### src/rtl/hilo_pkg.sv
package hilo_pkg;

  typedef enum logic [2:0] {
    OP_MULTU = 3'd0,
    OP_DIVU  = 3'd1,
    OP_MTHI  = 3'd2,
    OP_MTLO  = 3'd3,
    OP_MFHI  = 3'd4,
    OP_MFLO  = 3'd5,
    OP_MULT  = 3'd6,
    OP_DIV   = 3'd7
  } hilo_op_e;

endpackage

### src/rtl/hilo_mul.sv
module hilo_mul #(
  parameter int W         = 32,
  parameter bit SIGNED_EN = 1'b1
) (
  input  logic [W-1:0]   a,
  input  logic [W-1:0]   b,
  input  logic           is_signed,
  output logic [2*W-1:0] prod
);

  generate
    if (SIGNED_EN) begin : g_signed
      logic           neg_a, neg_b;
      logic [W-1:0]   mag_a, mag_b;
      logic [2*W-1:0] mag_p;

      always_comb begin
        neg_a = is_signed & a[W-1];
        neg_b = is_signed & b[W-1];
        mag_a = neg_a ? (~a + 1'b1) : a;
        mag_b = neg_b ? (~b + 1'b1) : b;
        mag_p = {{W{1'b0}}, mag_a} * {{W{1'b0}}, mag_b};
        prod  = (neg_a ^ neg_b) ? (~mag_p + 1'b1) : mag_p;
      end
    end else begin : g_unsigned
      logic unused_sel;
      assign unused_sel = is_signed;
      assign prod = {{W{1'b0}}, a} * {{W{1'b0}}, b};
    end
  endgenerate

endmodule

### src/rtl/hilo_div.sv
module hilo_div #(
  parameter int W         = 32,
  parameter bit SIGNED_EN = 1'b1
) (
  input  logic         clk,
  input  logic         rst_n,
  input  logic         start,
  input  logic         is_signed,
  input  logic [W-1:0] dividend,
  input  logic [W-1:0] divisor,
  output logic         busy,
  output logic         done,
  output logic [W-1:0] quo,
  output logic [W-1:0] rem
);

  localparam int CW = $clog2(W + 1);

  logic          busy_q, busy_n;
  logic [CW-1:0] cnt_q, cnt_n;
  logic [W-1:0]  rem_q, rem_n, quo_q, quo_n, dvs_q, dvs_n;
  logic          negq_q, negq_n, negr_q, negr_n, zero_q, zero_n;
  logic          adv;

  logic          sgn, neg_a, neg_b;
  logic [W:0]    shifted, trial;
  logic          fits;
  logic [W-1:0]  rem_step, quo_step;

  always_comb begin
    sgn      = SIGNED_EN & is_signed;
    neg_a    = sgn & dividend[W-1];
    neg_b    = sgn & divisor[W-1];

    shifted  = {rem_q, quo_q[W-1]};
    trial    = shifted - {1'b0, dvs_q};
    fits     = ~trial[W];
    rem_step = fits ? trial[W-1:0] : shifted[W-1:0];
    quo_step = {quo_q[W-2:0], fits};

    busy_n = busy_q;
    cnt_n  = cnt_q;
    rem_n  = rem_q;
    quo_n  = quo_q;
    dvs_n  = dvs_q;
    negq_n = negq_q;
    negr_n = negr_q;
    zero_n = zero_q;

    if (start) begin
      busy_n = 1'b1;
      cnt_n  = CW'(W);
      rem_n  = '0;
      quo_n  = neg_a ? (~dividend + 1'b1) : dividend;
      dvs_n  = neg_b ? (~divisor + 1'b1) : divisor;
      negq_n = neg_a ^ neg_b;
      negr_n = neg_a;
      zero_n = (divisor == '0);
    end else if (busy_q) begin
      rem_n  = rem_step;
      quo_n  = quo_step;
      cnt_n  = cnt_q - 1'b1;
      busy_n = (cnt_q != CW'(1));
    end
  end

  assign adv = start | busy_q;

  always_ff @(posedge clk or negedge rst_n) begin
    if (!rst_n) begin
      busy_q <= 1'b0;
      cnt_q  <= '0;
      rem_q  <= '0;
      quo_q  <= '0;
      dvs_q  <= '0;
      negq_q <= 1'b0;
      negr_q <= 1'b0;
      zero_q <= 1'b0;
    end else if (adv) begin
      busy_q <= busy_n;
      cnt_q  <= cnt_n;
      rem_q  <= rem_n;
      quo_q  <= quo_n;
      dvs_q  <= dvs_n;
      negq_q <= negq_n;
      negr_q <= negr_n;
      zero_q <= zero_n;
    end
  end

  assign busy = busy_q;
  assign done = busy_q & (cnt_q == CW'(1));
  assign quo  = zero_q ? '1 : (negq_q ? (~quo_step + 1'b1) : quo_step);
  assign rem  = negr_q ? (~rem_step + 1'b1) : rem_step;


  div_start_busy_chk: assert property (@(posedge clk) disable iff (!rst_n)
    start |=> busy);


  div_done_idle_chk: assert property (@(posedge clk) disable iff (!rst_n)
    done |=> !busy);

endmodule

### src/rtl/hilo_muldiv_unit.sv
module hilo_muldiv_unit #(
  parameter int W         = 32,
  parameter bit SIGNED_EN = 1'b1
) (
  input  logic         clk,
  input  logic         rst_n,
  input  logic         op_valid,
  input  logic [2:0]   op_code,
  input  logic [W-1:0] src_a,
  input  logic [W-1:0] src_b,
  output logic         op_ready,
  output logic         busy,
  output logic         rd_valid,
  output logic [W-1:0] rd_data,
  output logic         hi_defined,
  output logic         lo_defined
);
  import hilo_pkg::*;

  hilo_op_e       op;
  logic           accept, is_mul, is_div, signed_op;
  logic [2*W-1:0] prod;
  logic           div_busy, div_done;
  logic [W-1:0]   div_quo, div_rem;

  logic [W-1:0]   hi_q, hi_n, lo_q, lo_n, rd_q, rd_n;
  logic           hdef_q, hdef_n, ldef_q, ldef_n, pend_q, pend_n, rdv_q, rdv_n;
  logic           reg_en;

  assign op        = hilo_op_e'(op_code);
  assign op_ready  = ~div_busy;
  assign accept    = op_valid & op_ready;
  assign is_mul    = (op == OP_MULTU) | (op == OP_MULT);
  assign is_div    = (op == OP_DIVU)  | (op == OP_DIV);
  assign signed_op = (op == OP_MULT)  | (op == OP_DIV);

  hilo_mul #(.W(W), .SIGNED_EN(SIGNED_EN)) u_mul (
    .a(src_a), .b(src_b), .is_signed(signed_op), .prod(prod)
  );

  hilo_div #(.W(W), .SIGNED_EN(SIGNED_EN)) u_div (
    .clk(clk), .rst_n(rst_n), .start(accept & is_div), .is_signed(signed_op),
    .dividend(src_a), .divisor(src_b), .busy(div_busy), .done(div_done),
    .quo(div_quo), .rem(div_rem)
  );

  always_comb begin
    hi_n   = hi_q;
    lo_n   = lo_q;
    hdef_n = hdef_q;
    ldef_n = ldef_q;
    pend_n = pend_q;
    rd_n   = rd_q;
    rdv_n  = 1'b0;
    if (div_done) begin
      hi_n   = div_rem;
      lo_n   = div_quo;
      hdef_n = 1'b1;
      ldef_n = 1'b1;
      pend_n = 1'b1;
    end else if (accept) begin
      if (is_mul) begin
        hi_n   = prod[2*W-1:W];
        lo_n   = prod[W-1:0];
        hdef_n = 1'b1;
        ldef_n = 1'b1;
        pend_n = 1'b1;
      end else if (op == OP_MTHI) begin
        hi_n   = src_a;
        hdef_n = 1'b1;
        if (pend_q) ldef_n = 1'b0;
        pend_n = 1'b0;
      end else if (op == OP_MTLO) begin
        lo_n   = src_a;
        ldef_n = 1'b1;
        if (pend_q) hdef_n = 1'b0;
        pend_n = 1'b0;
      end else if (op == OP_MFHI) begin
        rd_n   = hi_q;
        rdv_n  = 1'b1;
        pend_n = 1'b0;
      end else if (op == OP_MFLO) begin
        rd_n   = lo_q;
        rdv_n  = 1'b1;
        pend_n = 1'b0;
      end
    end
  end

  assign reg_en = accept | div_done;

  always_ff @(posedge clk or negedge rst_n) begin
    if (!rst_n) begin
      hi_q   <= '0;
      lo_q   <= '0;
      hdef_q <= 1'b1;
      ldef_q <= 1'b1;
      pend_q <= 1'b0;
      rd_q   <= '0;
    end else if (reg_en) begin
      hi_q   <= hi_n;
      lo_q   <= lo_n;
      hdef_q <= hdef_n;
      ldef_q <= ldef_n;
      pend_q <= pend_n;
      rd_q   <= rd_n;
    end
  end

  always_ff @(posedge clk or negedge rst_n) begin
    if (!rst_n) rdv_q <= 1'b0;
    else        rdv_q <= rdv_n;
  end

  assign busy       = div_busy;
  assign rd_valid   = rdv_q;
  assign rd_data    = rd_q;
  assign hi_defined = hdef_q;
  assign lo_defined = ldef_q;


  mul_result_chk: assert property (@(posedge clk) disable iff (!rst_n)
    (accept && (op == OP_MULTU)) |=>
      ({hi_q, lo_q} == ($past({{W{1'b0}}, src_a}) * $past({{W{1'b0}}, src_b}))));


  mtlo_write_chk: assert property (@(posedge clk) disable iff (!rst_n)
    (accept && (op == OP_MTLO)) |=> ((lo_q == $past(src_a)) && $stable(hi_q)));


  read_hi_chk: assert property (@(posedge clk) disable iff (!rst_n)
    (accept && (op == OP_MFHI)) |=> (rd_valid && (rd_data == $past(hi_q))));


  mthi_pending_chk: assert property (@(posedge clk) disable iff (!rst_n)
    (accept && (op == OP_MTHI) && pend_q) |=> (!lo_defined && hi_defined));


  full_result_chk: assert property (@(posedge clk) disable iff (!rst_n)
    div_done |=> (hi_defined && lo_defined && op_ready));

endmodule

### config.mk
export PLATFORM = sky130hd
export DESIGN_NAME = hilo_muldiv_unit
export DESIGN_NICKNAME = d
export VERILOG_FILES = /design/src/rtl/hilo_pkg.sv /design/src/rtl/hilo_mul.sv /design/src/rtl/hilo_div.sv /design/src/rtl/hilo_muldiv_unit.sv
export SDC_FILE = /design/constraint.sdc
export NUM_CORES = 2
export LEC_CHECK = 0
export CAP_MARGIN = 20
export CORE_ASPECT_RATIO = 1.2
export CORE_MARGIN = 2
export CORE_UTILIZATION = 49
export DETAILED_ROUTE_END_ITERATION = 7
export GPL_TIMING_DRIVEN = 0
export HOLD_SLACK_MARGIN = 0.05
export PLACE_DENSITY = 0.65
export SETUP_SLACK_MARGIN = 0.05
export SLEW_MARGIN = 20
export SYNTH_ARGS = -nofsm -noshare
export SYNTH_HDL_FRONTEND = slang
export SYNTH_HIERARCHICAL = 1
export SYNTH_SLANG_ARGS = --single-unit
export TNS_END_PERCENT = 5
### constraint.sdc
create_clock -name clk -period 6.44 [get_ports clk]
set_input_delay 0.966 -clock clk [delete_from_list [all_inputs] [get_ports clk]]
set_output_delay 0.966 -clock clk [all_outputs]
set_load 0.01 [all_outputs]
# ---- Word-level counts from Yosys, hierarchy flattened
# Cells that the tools add are included.
dict set report word_totals {
  inputBits 70
  reg_bits 206
  output_inout_bits 37
}
dict set report classes {
  n_mux 51
  mul 1
  n_addsub 7
  eq_ne 11
  n_reduce_logical 18
  bitwise_logic 22
}
# op n
set op_table {}
lappend op_table {{32-bit 2-to-1 mux} 21}
lappend op_table {{32-bit by 1-bit adder with 32-bit output (second input constant)} 4}
lappend op_table {{32-bit inverter} 4}
lappend op_table {{64-bit by 1-bit adder with 64-bit output (second input constant)} 1}
lappend op_table {{32-bit by 32-bit multiplier with 64-bit output} 1}
lappend op_table {{64-bit 2-to-1 mux} 1}
lappend op_table {{64-bit inverter} 1}
lappend op_table {{33-bit by 32-bit subtractor with 33-bit output} 1}
lappend op_table {{32-bit logical NOT} 1}
lappend op_table {{1-bit 2-to-1 mux} 27}
lappend op_table {{3-bit == test (second input constant)} 4}
lappend op_table {{6-bit 2-to-1 mux} 2}
lappend op_table {{4-bit AND reduction} 3}
lappend op_table {{4-bit nonzero test} 2}
lappend op_table {{7-bit AND reduction} 1}
lappend op_table {{3-bit by 2-bit == test with 1-bit output (second input constant)} 2}
lappend op_table {{6-bit by 1-bit == test with 1-bit output (second input constant)} 1}
lappend op_table {{6-bit by 1-bit != test with 1-bit output (second input constant)} 1}
lappend op_table {{1-bit inverter} 6}
lappend op_table {{3-bit AND reduction} 2}
lappend op_table {{2-bit nonzero test} 3}
lappend op_table {{3-bit nonzero test} 2}
lappend op_table {{6-bit nonzero test} 1}
lappend op_table {{6-bit by 1-bit subtractor with 6-bit output (second input constant)} 1}
lappend op_table {{other kinds (8)} 17}

# ---- Logic depth before layout (Yosys ltp)
dict set report logic_depth {
  word_depth 11
  mapped_depth 43
  mapped_depth_nobuf 38
}

# ---- Modules after synthesis
# Netlist, hierarchy kept.
# module cells_each seq_area_each_um2 area_per_inst_um2 instances
set by_module_without_submodules {}
lappend by_module_without_submodules {hilo_mul 4329 0.0 35905.7 1}
lappend by_module_without_submodules {hilo_div 1264 2652.5 9803.2 1}
lappend by_module_without_submodules {hilo_muldiv_unit 529 2504.9 5393.9 1}

# ---- Worst setup path before layout
# Ideal clock, no wire load.
dict set report synth_path {
  path_kind {input -> register}
  start {in src_b[0]}
  end {reg hi_q[27]}
  setup_slack_ns -4.507
  arrival_time_ns 10.810
  path_stages 40
  setup_time_ns 0.137
  path_buffers 4
  path_cell_list {inv_1 -> clkbuf_1 -> ha_1 -> nor3b_1 -> nand3b_1 -> nor3_1 -> nand3_1 -> or4_1 -> nor4_1 -> a21oi_1 -> xor2_1 -> clkbuf_1 -> nand2_1 -> fa_1 -> inv_1 -> fa_1 -> fa_1 -> fa_1 -> [... 4 more ...] -> fa_1 -> inv_1 -> ha_1 -> clkbuf_1 -> a21oi_1 -> o21ai_0 -> a21o_1 -> a221o_1 -> a211oi_1 -> o21ai_0 -> xor2_1 -> nor3_1 -> and3_1 -> clkbuf_1 -> a41oi_1 -> xor2_1 -> mux2i_1 -> a21oi_1}
}
dict set report synth_via {
  elab_chain_cells 10
}
# item line_no
set synth_lines {}
lappend synth_lines {{start: declaration} hilo_muldiv_unit.sv:10} ;# input logic [W-1:0] src_b,
lappend synth_lines {{32-bit inverter} hilo_mul.sv:21} ;# mag_b = neg_b ? (~b + 1'b1) : b;
lappend synth_lines {{32-bit by 1-bit adder with 32-bit output} hilo_mul.sv:21}
lappend synth_lines {{32-bit 2-to-1 mux (*)} hilo_mul.sv:21}
lappend synth_lines {{32-bit by 32-bit multiplier with 64-bit output (*)} hilo_mul.sv:22} ;# mag_p = {{W{1'b0}}, mag_a} * {{W{1'b0}}, mag_b};
lappend synth_lines {{64-bit inverter} hilo_mul.sv:23} ;# prod = (neg_a ^ neg_b) ? (~mag_p + 1'b1) : mag_p;
lappend synth_lines {{64-bit by 1-bit adder with 64-bit output} hilo_mul.sv:23}
lappend synth_lines {{64-bit 2-to-1 mux (*)} hilo_mul.sv:23}
lappend synth_lines {{via prod[59]} hilo_muldiv_unit.sv:22} ;# logic [2*W-1:0] prod;
lappend synth_lines {{32-bit 2-to-1 mux (*)} hilo_muldiv_unit.sv:62} ;# if (is_mul) begin
lappend synth_lines {{32-bit 2-to-1 mux (*)} hilo_muldiv_unit.sv:61} ;# end else if (accept) begin
lappend synth_lines {{32-bit 2-to-1 mux (*)} hilo_muldiv_unit.sv:55} ;# if (div_done) begin
lappend synth_lines {{end signal: assignment} hilo_muldiv_unit.sv:101} ;# hi_q <= hi_n;
lappend synth_lines {{end: declaration} hilo_muldiv_unit.sv:26} ;# logic [W-1:0] hi_q, hi_n, lo_q, lo_n, rd_q, rd_n;
# The timed path passes the listed nets; every way through them passes the cells marked *. The select of a mux whose other input is x is not followed.
# A chain may end at the register's enable or synchronous reset.

# ---- Final worst setup path
dict set report layout_path {
  start {in src_a[13]}
  end {reg hi_q[31]}
}
dict set report layout_via {
  elab_chain_cells 10
}
# item line_no
set layout_lines {}
lappend layout_lines {{start: declaration} hilo_muldiv_unit.sv:9} ;# input logic [W-1:0] src_a,
lappend layout_lines {{32-bit inverter} hilo_mul.sv:20} ;# mag_a = neg_a ? (~a + 1'b1) : a;
lappend layout_lines {{32-bit by 1-bit adder with 32-bit output} hilo_mul.sv:20}
lappend layout_lines {{32-bit 2-to-1 mux (*)} hilo_mul.sv:20}
lappend layout_lines {{32-bit by 32-bit multiplier with 64-bit output (*)} hilo_mul.sv:22}
lappend layout_lines {{64-bit inverter} hilo_mul.sv:23}
lappend layout_lines {{64-bit by 1-bit adder with 64-bit output} hilo_mul.sv:23}
lappend layout_lines {{64-bit 2-to-1 mux (*)} hilo_mul.sv:23}
lappend layout_lines {{via prod[63]} hilo_muldiv_unit.sv:22}
lappend layout_lines {{32-bit 2-to-1 mux (*)} hilo_muldiv_unit.sv:62}
lappend layout_lines {{32-bit 2-to-1 mux (*)} hilo_muldiv_unit.sv:61}
lappend layout_lines {{32-bit 2-to-1 mux (*)} hilo_muldiv_unit.sv:55}
# Marked as above.

==> impl_metrics.toml <==
[worst_setup_path]
critPathSlowestCell = "dlygate4sd2_1"
critPathKind = "in2reg"
r2r_start = "u_div/quo_q[31]$_DFFE_PN0P_"
endpoint_kind = "flip-flop"
critPathRequiredTime_ns = 6.88
worstPathArrival_ns = 11.64
critPathCapture = "hi_q[31]$_DFFE_PN0P_"
startpoint = "src_a[13]"
start_kind = "input pin"
crit_fanout = 10
rr_worst_depth = 25
r2r_slack_ns = -0.81
cpMostUsedCell = "fa_1"
critPathMaxStageDelay_ns = 0.95
r2r_end = "lo_q[28]$_DFFE_PN0P_"

[place]
dp.cells = 7626
place_hpwl_microns = 181100
port_buffers = 105
place_congestion = 1.082

[clocking]
clk_path_buf_depth = 3
htree_levels = 1
clk_latency_ns = 0.53
cts-root-buf = "clkbuf_16"
ctsHoldBuffers = 0
cts_tree = "yes"
cts_inserted_buffers = 19
clkSinkCount = 206
clk_pin_slew_ns = 0.07

[logic_synthesis]
synth_area_leader_cell = "fa_1"
synth_area_per_cell_sq_um = 8.347
yosysMostFrequentCell = "inv_1"
yosys-top-cells-area = "fa_1, dfrtp_1, ha_1, inv_1, nor2_1"
synth_nets = 7393
netlist_area_sq_um = 51100
yosysSeqAreaShare_pct = 10.09
syn_inst = 6122
ys.flop_type = "dfrtp_1"
synth_edf_count = 0
yosys_register_bits = 206
async_reset_ff_share_pct = 100.0
synth_cell_types = 109
synthTopCellsByCount = "inv_1, fa_1, nor2_1, nand2_1, ha_1"
synth_warnings = 6
synth_top_area_share_pct = 35.14

[finish]
fin_cells = 7899
multi_input_area_sq_um = 44180
register_area_sq_um = 5157
area_delta_synth_final_pct = 19.88
layout-drive-gt1-share_pct = 15.23
final_nets = 7781
fill_cells = 9275

[floorplanning]
initial_utilization_pct = 49.47
die_w_microns = 298.8
fp-row-count = 129
die-area_sq_um = 106900
core_area_sq_um = 103300
ios = 107
dieHeight_microns = 357.8

[detailed_routing]
ant_nets = 0
dr.pass1.iters = 6
vias_per_cell = 6.135
wl_per_cell_microns = 29.20
totalWireLength_microns = 230600
vias = 48463
drc_errors = 0
drt-initial-drc-count = 4708

[timing]
worstMarginPinSlew_ns = 1.337
hold_violations = 0
setup_viol = 59
fin_setup_tns_ns = -227.55
period_share_pct = 173.9
slew_violations = 0
setup_slack_ns = -4.761
fmax_mhz = 89.28
fin_worst_skew_ns = 0.02733
finalCriticalPeriod_ns = 11.20
timing.slew.headroom_pct = 10.75
rsz0062_at_grt = "true"

[min_path]
hp-class = "in2async"

[global_routing]
gr-total-overflow = 0
grt_pass1_vias = 49265
grt_pass1_wl_microns = 328500
grt_usage_pct = 42.67
antenna_found_initial = 9
grt_max_degree = 95

[outcome]
status = "finished with violations"
failed_checks = "negative setup slack"

[run]
maxCapViolations = 0
[repair_timing]
item	4_1_cts	5_1_grt
pin swaps	110	83
cloned	1	1
resized for setup	814	213
setup buffers	167	78
setup endpoints to repair	62	60
[sequential cells by signal, indices dropped and copies added (netlist names)]
name,count
hi_q,32
lo_q,32
rd_data,32
u_div/dvs_q,32
u_div/quo_q,32
u_div/rem_q,32
u_div/cnt_q,6
hi_defined,1
lo_defined,1
pend_q,1
rd_valid,1
u_div/busy,1
u_div/negq_q,1
u_div/negr_q,1
u_div/zero_q,1
[area by class of cell]
type                       instances  area share [%]
antenna                            3         0.01225
clock inverter                     8          0.2165
tap                             1375           2.808
multi-input combinational       4609           72.11
timing repair buffer             375           5.576
buffer                           307           3.924
clock buffer                      24          0.8231
sequential                       206           8.419
inverter                         992           6.107
[layer usage]
| layer | vias up | part of all wire, % | track usage, % |
|---|---|---|---|
| met5 | - | 0.026 | 0 |
| met4 | 8 | 12 | 39.81 |
| met3 | 1072 | 10 | 9.833 |
| met2 | 2960 | 44 | 67.62 |
| met1 | 24156 | 33 | 47.82 |
| li1 | 20267 | - | - |
[stage by stage]
stage / hold slack [ns] / worst slack, ns / area (sq um) / utilization (%)
2_1_floorplan: 0.4581 / -3.787 / 51600 / -
4_1_cts: 0.3671 / -4.404 / 59940 / 58.02
5_1_grt: 0.3866 / -4.961 / 61260 / 59.30
6_report: 0.3465 / -4.761 / 61260 / 59.30
3_3_place_gp: 0.4660 / -8.336 / 54370 / 52.64
3_5_place_dp: 0.4720 / -8.226 / 55020 / 53.26
[critical path, delay by kind of cell]
kind	cells	cell delay [ns]
compound gates	8	1.58
xor+xnor	2	0.46
fa+ha+maj	9	4.61
buf+inv	9	2.16
mux	1	0.11
simple gates	7	1.75
[kinds of logic (layout without fill, tap and decap cells)]
family | after synthesis | after routing | share of synthesized area, %
AO/OA/AOI/OAI | 912 | 912 | 11.53
buffers and inverters | 1307 | 1706 | 9.762
other | 0 | 3 | 0
multiplexers | 156 | 156 | 3.210
flip-flops | 206 | 206 | 10.09
adder cells (fa/ha/maj) | 1201 | 1201 | 42.58
AND/OR/NAND/NOR | 1986 | 1986 | 16.74
XOR/XNOR | 354 | 354 | 6.082
[how the worst min path moves through the flow]
stage | slack (ns) | to
after floorplan | 0.46 | pend_q$_DFFE_PN0P_
after global placement | 0.47 | rd_data[6]$_DFFE_PN0P_
after detailed placement | 0.47 | rd_data[14]$_DFFE_PN0P_
after CTS | 0.37 | lo_q[21]$_DFFE_PN0P_
after global routing | 0.39 | lo_q[0]$_DFFE_PN0P_
final | 0.35 | lo_q[0]$_DFFE_PN0P_
[placed cells by master, fill, tap and decap left out, drive strengths merged, types with 39 or more instances in the layout]
cell	instances
inv	992
fa	897
nor2	809
nand2	749
buf	354
ha	304
clkbuf	272
a21oi	266
o21ai	214
dfrtp	204
xnor2	189
xor2	165
mux2i	120
nor3	77
nand3	66
clkdlybuf4s50	50
o31ai	45
a211oi	44
and2	41
a21o	40
nand4	40
nor4	39
Power is not shown: default switching activity piles up to over one toggle a cycle in this logic, so the estimate is an artifact.
